`src/rtl/pmu_pkg.sv`:
```
`timescale 1ns/1ps
package pmu_pkg;
    localparam int CYC_IDX = 31;

    typedef enum logic [3:0] {
        A_CTRL   = 4'd0,
        A_EN_SET = 4'd1,
        A_EN_CLR = 4'd2,
        A_IE_SET = 4'd3,
        A_IE_CLR = 4'd4,
        A_OV_SET = 4'd5,
        A_OV_CLR = 4'd6,
        A_SWINC  = 4'd7,
        A_SEL    = 4'd8,
        A_TYPE   = 4'd9,
        A_VALUE  = 4'd10,
        A_CYCLE  = 4'd11,
        A_CAPS   = 4'd12
    } reg_addr_e;

    localparam int CB_EN    = 0;
    localparam int CB_EVRST = 1;
    localparam int CB_CYRST = 2;
    localparam int CB_DIV   = 3;
    localparam logic [31:0] CTRL_WMASK = 32'h0000_0039;

    typedef enum logic [1:0] {
        IRQ_IDLE   = 2'd0,
        IRQ_SILENT = 2'd1,
        IRQ_RAISED = 2'd2
    } irq_state_e;
endpackage

```
`src/rtl/pmu_regs.sv`:
```
`timescale 1ns/1ps
module pmu_regs
    import pmu_pkg::*;
#(
    parameter int              NUM_EVT = 4,
    parameter int              EVT_W   = 8,
    parameter logic [7:0]      IMPL_ID = 8'h5A,
    parameter logic [63:0]     CAPS    = 64'h0000_00C3_0000_A5F1,
    parameter logic [EVT_W-1:0] CYC_EVT = 'h11
) (
    input  logic                            clk,
    input  logic                            rst_n,
    input  logic                            bus_wr,
    input  logic [3:0]                      bus_addr,
    input  logic [31:0]                     bus_wdata,
    output logic [31:0]                     bus_rdata,
    input  logic [31:0]                     hw_ovf,
    input  logic [NUM_EVT-1:0][31:0]        evt_vals,
    input  logic [31:0]                     cyc_val,
    output logic [31:0]                     eff_en,
    output logic [31:0]                     ovf_nx,
    output logic [31:0]                     ie_nx,
    output logic [NUM_EVT-1:0][EVT_W-1:0]   evt_type,
    output logic [NUM_EVT-1:0]              ev_wr,
    output logic                            cyc_wr,
    output logic [NUM_EVT-1:0]              swinc_vec,
    output logic                            evt_rst,
    output logic                            cyc_rst,
    output logic                            div_mode,
    output logic                            div_tgl
);
    localparam logic [31:0] VMASK = 32'h8000_0000 | ((32'd1 << NUM_EVT) - 32'd1);
    localparam logic [31:0] IDENT = (32'(IMPL_ID) << 24) | (32'(NUM_EVT) << 11);

    logic [31:0] ctrl_q, en_q, ie_q, ovf_q, en_nx;
    logic [4:0]  sel_q;
    logic [15:0] hot;
    logic        sel_evt, sel_cyc;

    assign hot     = bus_wr ? (16'd1 << bus_addr) : 16'd0;
    assign sel_evt = sel_q < 5'(NUM_EVT);
    assign sel_cyc = sel_q == 5'(CYC_IDX);

    // set/clear pair updates
    always_comb begin
        en_nx = en_q;
        if (hot[A_EN_SET]) en_nx = en_nx | bus_wdata;
        if (hot[A_EN_CLR]) en_nx = en_nx & ~bus_wdata;
        en_nx = en_nx & VMASK;

        ie_nx = ie_q;
        if (hot[A_IE_SET]) ie_nx = ie_nx | bus_wdata;
        if (hot[A_IE_CLR]) ie_nx = ie_nx & ~bus_wdata;
        ie_nx = ie_nx & VMASK;

        ovf_nx = ovf_q;
        if (hot[A_OV_SET]) ovf_nx = ovf_nx | bus_wdata;
        if (hot[A_OV_CLR]) ovf_nx = ovf_nx & ~bus_wdata;
        ovf_nx = (ovf_nx | hw_ovf) & VMASK;
    end

    always_ff @(posedge clk or negedge rst_n) begin
        if (!rst_n) begin
            ctrl_q <= '0;
            en_q   <= '0;
            ie_q   <= '0;
            ovf_q  <= '0;
            sel_q  <= '0;
        end else begin
            if (hot[A_CTRL]) ctrl_q <= bus_wdata & CTRL_WMASK;
            if (hot[A_SEL])  sel_q  <= bus_wdata[4:0];
            en_q  <= en_nx;
            ie_q  <= ie_nx;
            ovf_q <= ovf_nx;
        end
    end

    genvar gi;
    generate
        for (gi = 0; gi < NUM_EVT; gi++) begin : g_type
            always_ff @(posedge clk or negedge rst_n) begin
                if (!rst_n)
                    evt_type[gi] <= '0;
                else if (hot[A_TYPE] && sel_q == 5'(gi))
                    evt_type[gi] <= bus_wdata[EVT_W-1:0];
            end
            assign ev_wr[gi] = hot[A_VALUE] && sel_q == 5'(gi);
        end
    endgenerate

    assign eff_en    = ctrl_q[CB_EN] ? en_q : 32'd0;
    assign cyc_wr    = hot[A_CYCLE] || (hot[A_VALUE] && sel_cyc);
    assign swinc_vec = hot[A_SWINC] ? bus_wdata[NUM_EVT-1:0] : '0;
    assign evt_rst   = hot[A_CTRL] && bus_wdata[CB_EVRST];
    assign cyc_rst   = hot[A_CTRL] && bus_wdata[CB_CYRST];
    assign div_mode  = ctrl_q[CB_DIV];
    assign div_tgl   = hot[A_CTRL] && (bus_wdata[CB_DIV] != ctrl_q[CB_DIV]);

    // read mux
    logic [31:0] win_type, win_val;
    always_comb begin
        win_type = '0;
        win_val  = '0;
        if (sel_cyc) begin
            win_type = 32'(CYC_EVT);
            win_val  = cyc_val;
        end else if (sel_evt) begin
            for (int i = 0; i < NUM_EVT; i++) begin
                if (sel_q == 5'(i)) begin
                    win_type = 32'(evt_type[i]);
                    win_val  = evt_vals[i];
                end
            end
        end
    end

    always_comb begin
        case (bus_addr)
            A_CTRL:             bus_rdata = IDENT | ctrl_q;
            A_EN_SET, A_EN_CLR: bus_rdata = en_q;
            A_IE_SET, A_IE_CLR: bus_rdata = ie_q;
            A_OV_SET, A_OV_CLR: bus_rdata = ovf_q;
            A_SEL:              bus_rdata = {27'd0, sel_q};
            A_TYPE:             bus_rdata = win_type;
            A_VALUE:            bus_rdata = win_val;
            A_CYCLE:            bus_rdata = cyc_val;
            A_CAPS:             bus_rdata = CAPS[31:0];
            default:            bus_rdata = '0;
        endcase
    end
endmodule

```
`src/rtl/pmu_cnt_bank.sv`:
```
`timescale 1ns/1ps
module pmu_cnt_bank
    import pmu_pkg::*;
#(
    parameter int              NUM_EVT  = 4,
    parameter int              EVT_W    = 8,
    parameter logic [EVT_W-1:0] SWINC_ID = '0,
    parameter int              PRE_W    = 6
) (
    input  logic                          clk,
    input  logic                          rst_n,
    input  logic [31:0]                   eff_en,
    input  logic [NUM_EVT-1:0]            evt_in,
    input  logic [NUM_EVT-1:0][EVT_W-1:0] evt_type,
    input  logic [NUM_EVT-1:0]            swinc_vec,
    input  logic [NUM_EVT-1:0]            ev_wr,
    input  logic                          cyc_wr,
    input  logic [31:0]                   wr_data,
    input  logic                          evt_rst,
    input  logic                          cyc_rst,
    input  logic                          div_mode,
    input  logic                          div_tgl,
    output logic [NUM_EVT-1:0][31:0]      evt_vals,
    output logic [31:0]                   cyc_val,
    output logic [31:0]                   hw_ovf
);
    logic [NUM_EVT-1:0] evt_ovf;
    logic               cyc_ovf;

    genvar gi;
    generate
        for (gi = 0; gi < NUM_EVT; gi++) begin : g_cnt
            logic inc;
            assign inc = eff_en[gi] &&
                         ((evt_type[gi] == SWINC_ID) ? swinc_vec[gi] : evt_in[gi]);
            assign evt_ovf[gi] = inc && !evt_rst && !ev_wr[gi] && (evt_vals[gi] == '1);
            always_ff @(posedge clk or negedge rst_n) begin
                if (!rst_n)         evt_vals[gi] <= '0;
                else if (evt_rst)   evt_vals[gi] <= '0;
                else if (ev_wr[gi]) evt_vals[gi] <= wr_data;
                else if (inc)       evt_vals[gi] <= evt_vals[gi] + 32'd1;
            end
        end
    endgenerate

    logic [PRE_W-1:0] pre_q;
    logic             tick;
    assign tick    = eff_en[CYC_IDX] && (!div_mode || pre_q == '1);
    assign cyc_ovf = tick && !cyc_rst && !cyc_wr && (cyc_val == '1);

    always_ff @(posedge clk or negedge rst_n) begin
        if (!rst_n)                           pre_q <= '0;
        else if (div_tgl)                     pre_q <= '0;
        else if (eff_en[CYC_IDX] && div_mode) pre_q <= pre_q + 1'b1;
    end

    always_ff @(posedge clk or negedge rst_n) begin
        if (!rst_n)       cyc_val <= '0;
        else if (cyc_rst) cyc_val <= '0;
        else if (cyc_wr)  cyc_val <= wr_data;
        else if (tick)    cyc_val <= cyc_val + 32'd1;
    end

    always_comb begin
        hw_ovf = '0;
        for (int i = 0; i < NUM_EVT; i++) hw_ovf[i] = evt_ovf[i];
        hw_ovf[CYC_IDX] = cyc_ovf;
    end
endmodule

```
`src/rtl/pmu_irq_fsm.sv`:
```
`timescale 1ns/1ps
module pmu_irq_fsm
    import pmu_pkg::*;
(
    input  logic        clk,
    input  logic        rst_n,
    input  logic [31:0] ovf_nx,
    input  logic [31:0] ie_nx,
    output logic        irq
);
    irq_state_e st_q, st_nx;

    always_ff @(posedge clk or negedge rst_n) begin
        if (!rst_n) st_q <= IRQ_IDLE;
        else        st_q <= st_nx;
    end

    always_comb begin
        st_nx = st_q;
        unique case (st_q)
            IRQ_IDLE:
                if (|ovf_nx) st_nx = (|(ovf_nx & ie_nx)) ? IRQ_RAISED : IRQ_SILENT;
            IRQ_SILENT, IRQ_RAISED:
                if (!(|ovf_nx)) st_nx = IRQ_IDLE;
            default: st_nx = IRQ_IDLE;
        endcase
    end

    always_comb begin
        irq = (st_q == IRQ_RAISED);
    end
endmodule

```
`src/rtl/pmu_regblk.sv`:
```
`timescale 1ns/1ps
module pmu_regblk
    import pmu_pkg::*;
#(
    parameter int              NUM_EVT  = 4,
    parameter int              EVT_W    = 8,
    parameter logic [7:0]      IMPL_ID  = 8'h5A,
    parameter logic [63:0]     CAPS     = 64'h0000_00C3_0000_A5F1,
    parameter logic [EVT_W-1:0] CYC_EVT  = 'h11,
    parameter logic [EVT_W-1:0] SWINC_ID = '0
) (
    input  logic               clk,
    input  logic               rst_n,
    input  logic               bus_wr,
    input  logic [3:0]         bus_addr,
    input  logic [31:0]        bus_wdata,
    output logic [31:0]        bus_rdata,
    input  logic [NUM_EVT-1:0] evt_in,
    output logic [31:0]        cnt_en,
    output logic               irq
);
    logic [31:0]                   hw_ovf, ovf_nx, ie_nx, cyc_val, wr_data;
    logic [NUM_EVT-1:0][31:0]      evt_vals;
    logic [NUM_EVT-1:0][EVT_W-1:0] evt_type;
    logic [NUM_EVT-1:0]            ev_wr, swinc_vec;
    logic                          cyc_wr, evt_rst, cyc_rst, div_mode, div_tgl;

    assign wr_data = bus_wdata;

    pmu_regs #(
        .NUM_EVT(NUM_EVT), .EVT_W(EVT_W), .IMPL_ID(IMPL_ID),
        .CAPS(CAPS), .CYC_EVT(CYC_EVT)
    ) u_regs (
        .clk(clk), .rst_n(rst_n), .bus_wr(bus_wr), .bus_addr(bus_addr),
        .bus_wdata(bus_wdata), .bus_rdata(bus_rdata), .hw_ovf(hw_ovf),
        .evt_vals(evt_vals), .cyc_val(cyc_val), .eff_en(cnt_en),
        .ovf_nx(ovf_nx), .ie_nx(ie_nx), .evt_type(evt_type), .ev_wr(ev_wr),
        .cyc_wr(cyc_wr), .swinc_vec(swinc_vec), .evt_rst(evt_rst),
        .cyc_rst(cyc_rst), .div_mode(div_mode), .div_tgl(div_tgl)
    );

    pmu_cnt_bank #(
        .NUM_EVT(NUM_EVT), .EVT_W(EVT_W), .SWINC_ID(SWINC_ID)
    ) u_bank (
        .clk(clk), .rst_n(rst_n), .eff_en(cnt_en), .evt_in(evt_in),
        .evt_type(evt_type), .swinc_vec(swinc_vec), .ev_wr(ev_wr),
        .cyc_wr(cyc_wr), .wr_data(wr_data), .evt_rst(evt_rst),
        .cyc_rst(cyc_rst), .div_mode(div_mode), .div_tgl(div_tgl),
        .evt_vals(evt_vals), .cyc_val(cyc_val), .hw_ovf(hw_ovf)
    );

    pmu_irq_fsm u_irq (
        .clk(clk), .rst_n(rst_n), .ovf_nx(ovf_nx), .ie_nx(ie_nx), .irq(irq)
    );
endmodule

```
`config.mk`:
```
export PLATFORM = sky130hd
export DESIGN_NAME = pmu_regblk
export DESIGN_NICKNAME = d
export VERILOG_FILES = /design/src/rtl/pmu_pkg.sv /design/src/rtl/pmu_regs.sv /design/src/rtl/pmu_cnt_bank.sv /design/src/rtl/pmu_irq_fsm.sv /design/src/rtl/pmu_regblk.sv
export SDC_FILE = /design/constraint.sdc
export NUM_CORES = 1
export LEC_CHECK = 0
export BUFFER_PORTS_ARGS = -buffer_cell sky130_fd_sc_hd__buf_2
export CAP_MARGIN = 20
export CORE_MARGIN = 1.5
export CORE_UTILIZATION = 34
export CTS_CLUSTER_SIZE = 12
export DETAILED_ROUTE_END_ITERATION = 10
export GPL_TIMING_DRIVEN = 0
export PLACE_DENSITY = 0.57
export SETUP_SLACK_MARGIN = 0.15
export SYNTH_ARGS = -nofsm -noshare
export SYNTH_HDL_FRONTEND = slang
export SYNTH_SLANG_ARGS = --single-unit
```
`constraint.sdc`:
```
create_clock -name clk -period 4.1 [get_ports clk]
set_clock_uncertainty 0.1 [all_clocks]
set_input_delay 0.82 -clock clk [delete_from_list [all_inputs] [get_ports clk]]
set_output_delay 0.82 -clock clk [all_outputs]
set_load 0.005 [all_outputs]
```
==> flow_summary.toml <==
[synthesis]
synth_seq_cells = 224
netlist.area_leader.share_pct = 38.8
synth.area.top_cells = "dfrtp_1, a211oi_1, nor2_1"
syn_area_um2 = 14500
yosysSeqAreaShare_pct = 38.8
synth_flop_cell = "dfrtp_1"
yosysWarnings = 0
yosysTopAreaCell = "dfrtp_1"
synth-edff-count = 0
syn_inst = 1660
yosysUniqueCellTypes = 75
synth.most_common_cell = "nor2_1"
yosys-top-cells-count = "nor2_1, dfrtp_1, nand2_1"
ys_async_sr_fraction_pct = 100
syn_area_per_cell_um2 = 8.71

[timing]
slew_headroom_pct = 27.6
fin_tns_setup_ns = 0
finalCritPeriodShare_pct = 94.6
slew_violations = 0
rsz0062_at_grt = "yes"
period_minus_slack_ns = 3.88
hold_viol_final = 0
setup_slack_ns = 0.223
setup_viol = 0
hold_ws_ns = 0.00300
fmax_mhz = 258
worstMarginPinSlew_ns = 1.07

[worst_setup_path]
cpPeakStageDelay_ns = 0.53
crit_path_end_kind = "primary output"
cpLargestDelayFamily = "buffers and inverters"
critPathLaunchType = "flip-flop"
rr_endpoint = "u_irq.st_q[0]$_DFFE_PN0P_"
crit_top_cell = "buf_2"
r2r-start = "u_regs.evt_type[18]$_DFFE_PN0P_"
cp.required_ns = 3.18
r2r_cells = 7
crit_fanout = 10
cp_cell_sequence = "buf_2 -> clkbuf_1 -> a22oi_1 -> o22ai_1 -> a21oi_1 -> o311ai_1 -> buf_2"
slowest_stage = "clkbuf_1"
rrSetupSlack_ns = 0.59
worstSetupPathType = "flip-flop to primary output"
crit_buf_inv = 3
arrival_ns = 2.96

[grt]
grt_pass1_wl_um = 81200
grtUsageMet1_pct = 32.7
top_usage_layer = "met2"
grt_max_degree = 106
use_met2_pct = 38.8
grt-ovfl-total = 0
grt.total_usage_pct = 24.4
grt_pass1_vias = 13100
use_met3_pct = 4.29
antenna_found_initial = 1

[route]
drtIter0Drc = 1142
viasPerCell = 5.75
routedWlPerCell_um = 23.0
vias = 13500
drtPass1Iterations = 7
postRouteAntennaNets = 0
drc_errors = 0
drt_wl_total_um = 54000

[placed_design]
pre_cts_ws_ns = -0.441
hpwl_um = 40900
port_buffers = 73
place_congestion = 0.952
placed_cell_area_um2 = 15700

[floorplan]
coreArea_um2 = 41900
rows = 75
initial_core_util_pct = 34.5
ios = 108
die_h_um = 209
die-area_um2 = 43800
die_w_um = 209

[power_and_ir_drop]
vdd_drop_max_uv = 277
finalPower_mw = 7.73
p_leak_nw = 6.89
powerDensity_nw_per_um2 = 462

[clocking]
cts.sinks = 224
cts_tree = "done"
clk_latency_ns = 0.56
cts_root_buffer = "clkbuf_16"
path_clk_slew_ns = 0.06
cts_buffers = 27
clockBufferDepth = 3
holdBufCountCts = 0
htree_levels = 1

[cells_and_area]
nFillCells = 4259
stdcell_area_um2 = 16800
layout-drive-gt1-share_pct = 13.5
nNetsFinal = 1841
area_growth_pct = 15.8

[outcome]
status = "complete, no violations"

[flow_run]
maxCapViolCount = 0

[min_path]
hp-class = "input port to async pin"
registers in the layout, summed over array words and instances, names as in the netlist, named ones only:
register         cells
u_bank.cyc_val      32
u_regs.evt_type     32
u_regs.ctrl_q        4
u_bank.evt_vals    128
u_regs.ie_q          5
u_regs.sel_q         5
u_irq.st_q           2
u_regs.ovf_q         5
u_bank.pre_q         6
kinds of logic (layout without fill, tap and decap cells):
| logic type | Yosys count | count (layout) | synth area share (%) |
|---|---|---|---|
| AOI/OAI and AO/OA | 378 | 378 | 18.4 |
| and+or+nand+nor | 642 | 642 | 21.2 |
| other | 1 | 28 | 0.0259 |
| adders and majority gates | 8 | 8 | 0.692 |
| buffers and inverters | 166 | 289 | 5.08 |
| DFF | 224 | 224 | 38.8 |
| xor gates and xnor gates | 161 | 161 | 9.75 |
| muxes | 80 | 80 | 6.07 |
report_power, final:
part           switching, mW  total (mW)  internal (mW)
Clock                   1.02        2.73           1.70
Sequential             0.566        3.20           2.63
Combinational           1.02        1.81          0.792
Total                   2.61        7.73           5.13
layout by cell type, fill, tap and decap left out, types with 9 or more instances in the layout:
master	Yosys	final
clkbuf_2	1	15
nor4_1	13	13
o211ai_1	11	11
xor2_1	66	66
and3_1	23	23
conb_1	1	27
nand4_1	44	44
mux2_2	42	42
buf_1	13	10
a22oi_1	14	14
nor2b_1	11	11
a21o_1	11	11
nand2_1	149	148
dfrtp_1	224	224
a211oi_1	131	131
o221ai_1	25	25
and2_1	10	10
nor2_1	227	225
clkbuf_1	93	78
mux2i_1	36	36
buf_2	1	75
o21ai_0	57	56
buf_4	27	28
nand3_1	72	72
clkbuf_16	0	27
or4_1	9	9
nor3_1	36	36
inv_1	30	30
xnor2_1	95	95
a21oi_1	67	66
worst reg2reg max path: stages, from the launching register on:
cell and delay, ns:
dfrtp_1 0.40, nor4_1 0.44, a21boi_0 0.39, o211ai_2 0.55, o31ai_1 0.29, or4_2 0.80
or3_1 0.39, o211ai_2 0.07
per-layer routing:
layer / wire [um] / part of all wire [%]
met1: 23100 / 43
met2: 24700 / 46
met3: 4010 / 7.4
met4: 2230 / 4.1
met5: 0 / 0
final cells by class:
| type | count | area, um2 | area share, % |
|---|---|---|---|
| clock inverter | 12 | 216 | 1.29 |
| clock buffer | 36 | 779 | 4.65 |
| multi-input combinational | 1296 | 8270 | 49.4 |
| sequential | 224 | 5610 | 33.5 |
| tap | 539 | 674 | 4.03 |
| inverter | 30 | 113 | 0.672 |
| buffer | 136 | 657 | 3.92 |
| antenna | 1 | 2.50 | 0.0149 |
| timing repair buffer | 75 | 430 | 2.57 |
metrics by stage:
step | util [%] | cells
global route | 39.9 | 2349
CTS | 39.8 | 2348
global placement | 37.2 | 2298
floorplan | - | 1686
finish | 39.9 | 2349
detailed placement | 37.4 | 2300
timing repair:
item,4_1_cts,5_1_grt
buffers inserted,0,0
setup endpoints to repair,32,30
gates resized for setup,23,21
cloned,0,0
worst max path at each step:
stage                                      from                        endpoint  slack, ns  cells after the start
floorplan                           bus_addr[1]                    bus_rdata[3]       0.56                     10
global placement                          rst_n  u_bank.cyc_val[26]$_DFFE_PN0P_      -2.21                      1
detailed placement                  bus_addr[1]                    bus_rdata[6]      -0.44                     10
CTS                                      bus_wr       u_irq.st_q[0]$_DFFE_PN0P_       0.15                      9
global route        u_regs.sel_q[2]$_DFFE_PN0P_                   bus_rdata[19]       0.12                      7
finish              u_regs.sel_q[1]$_DFFE_PN0P_                    bus_rdata[7]       0.22                      7
Note: power is estimated with default switching activity, not from simulation.
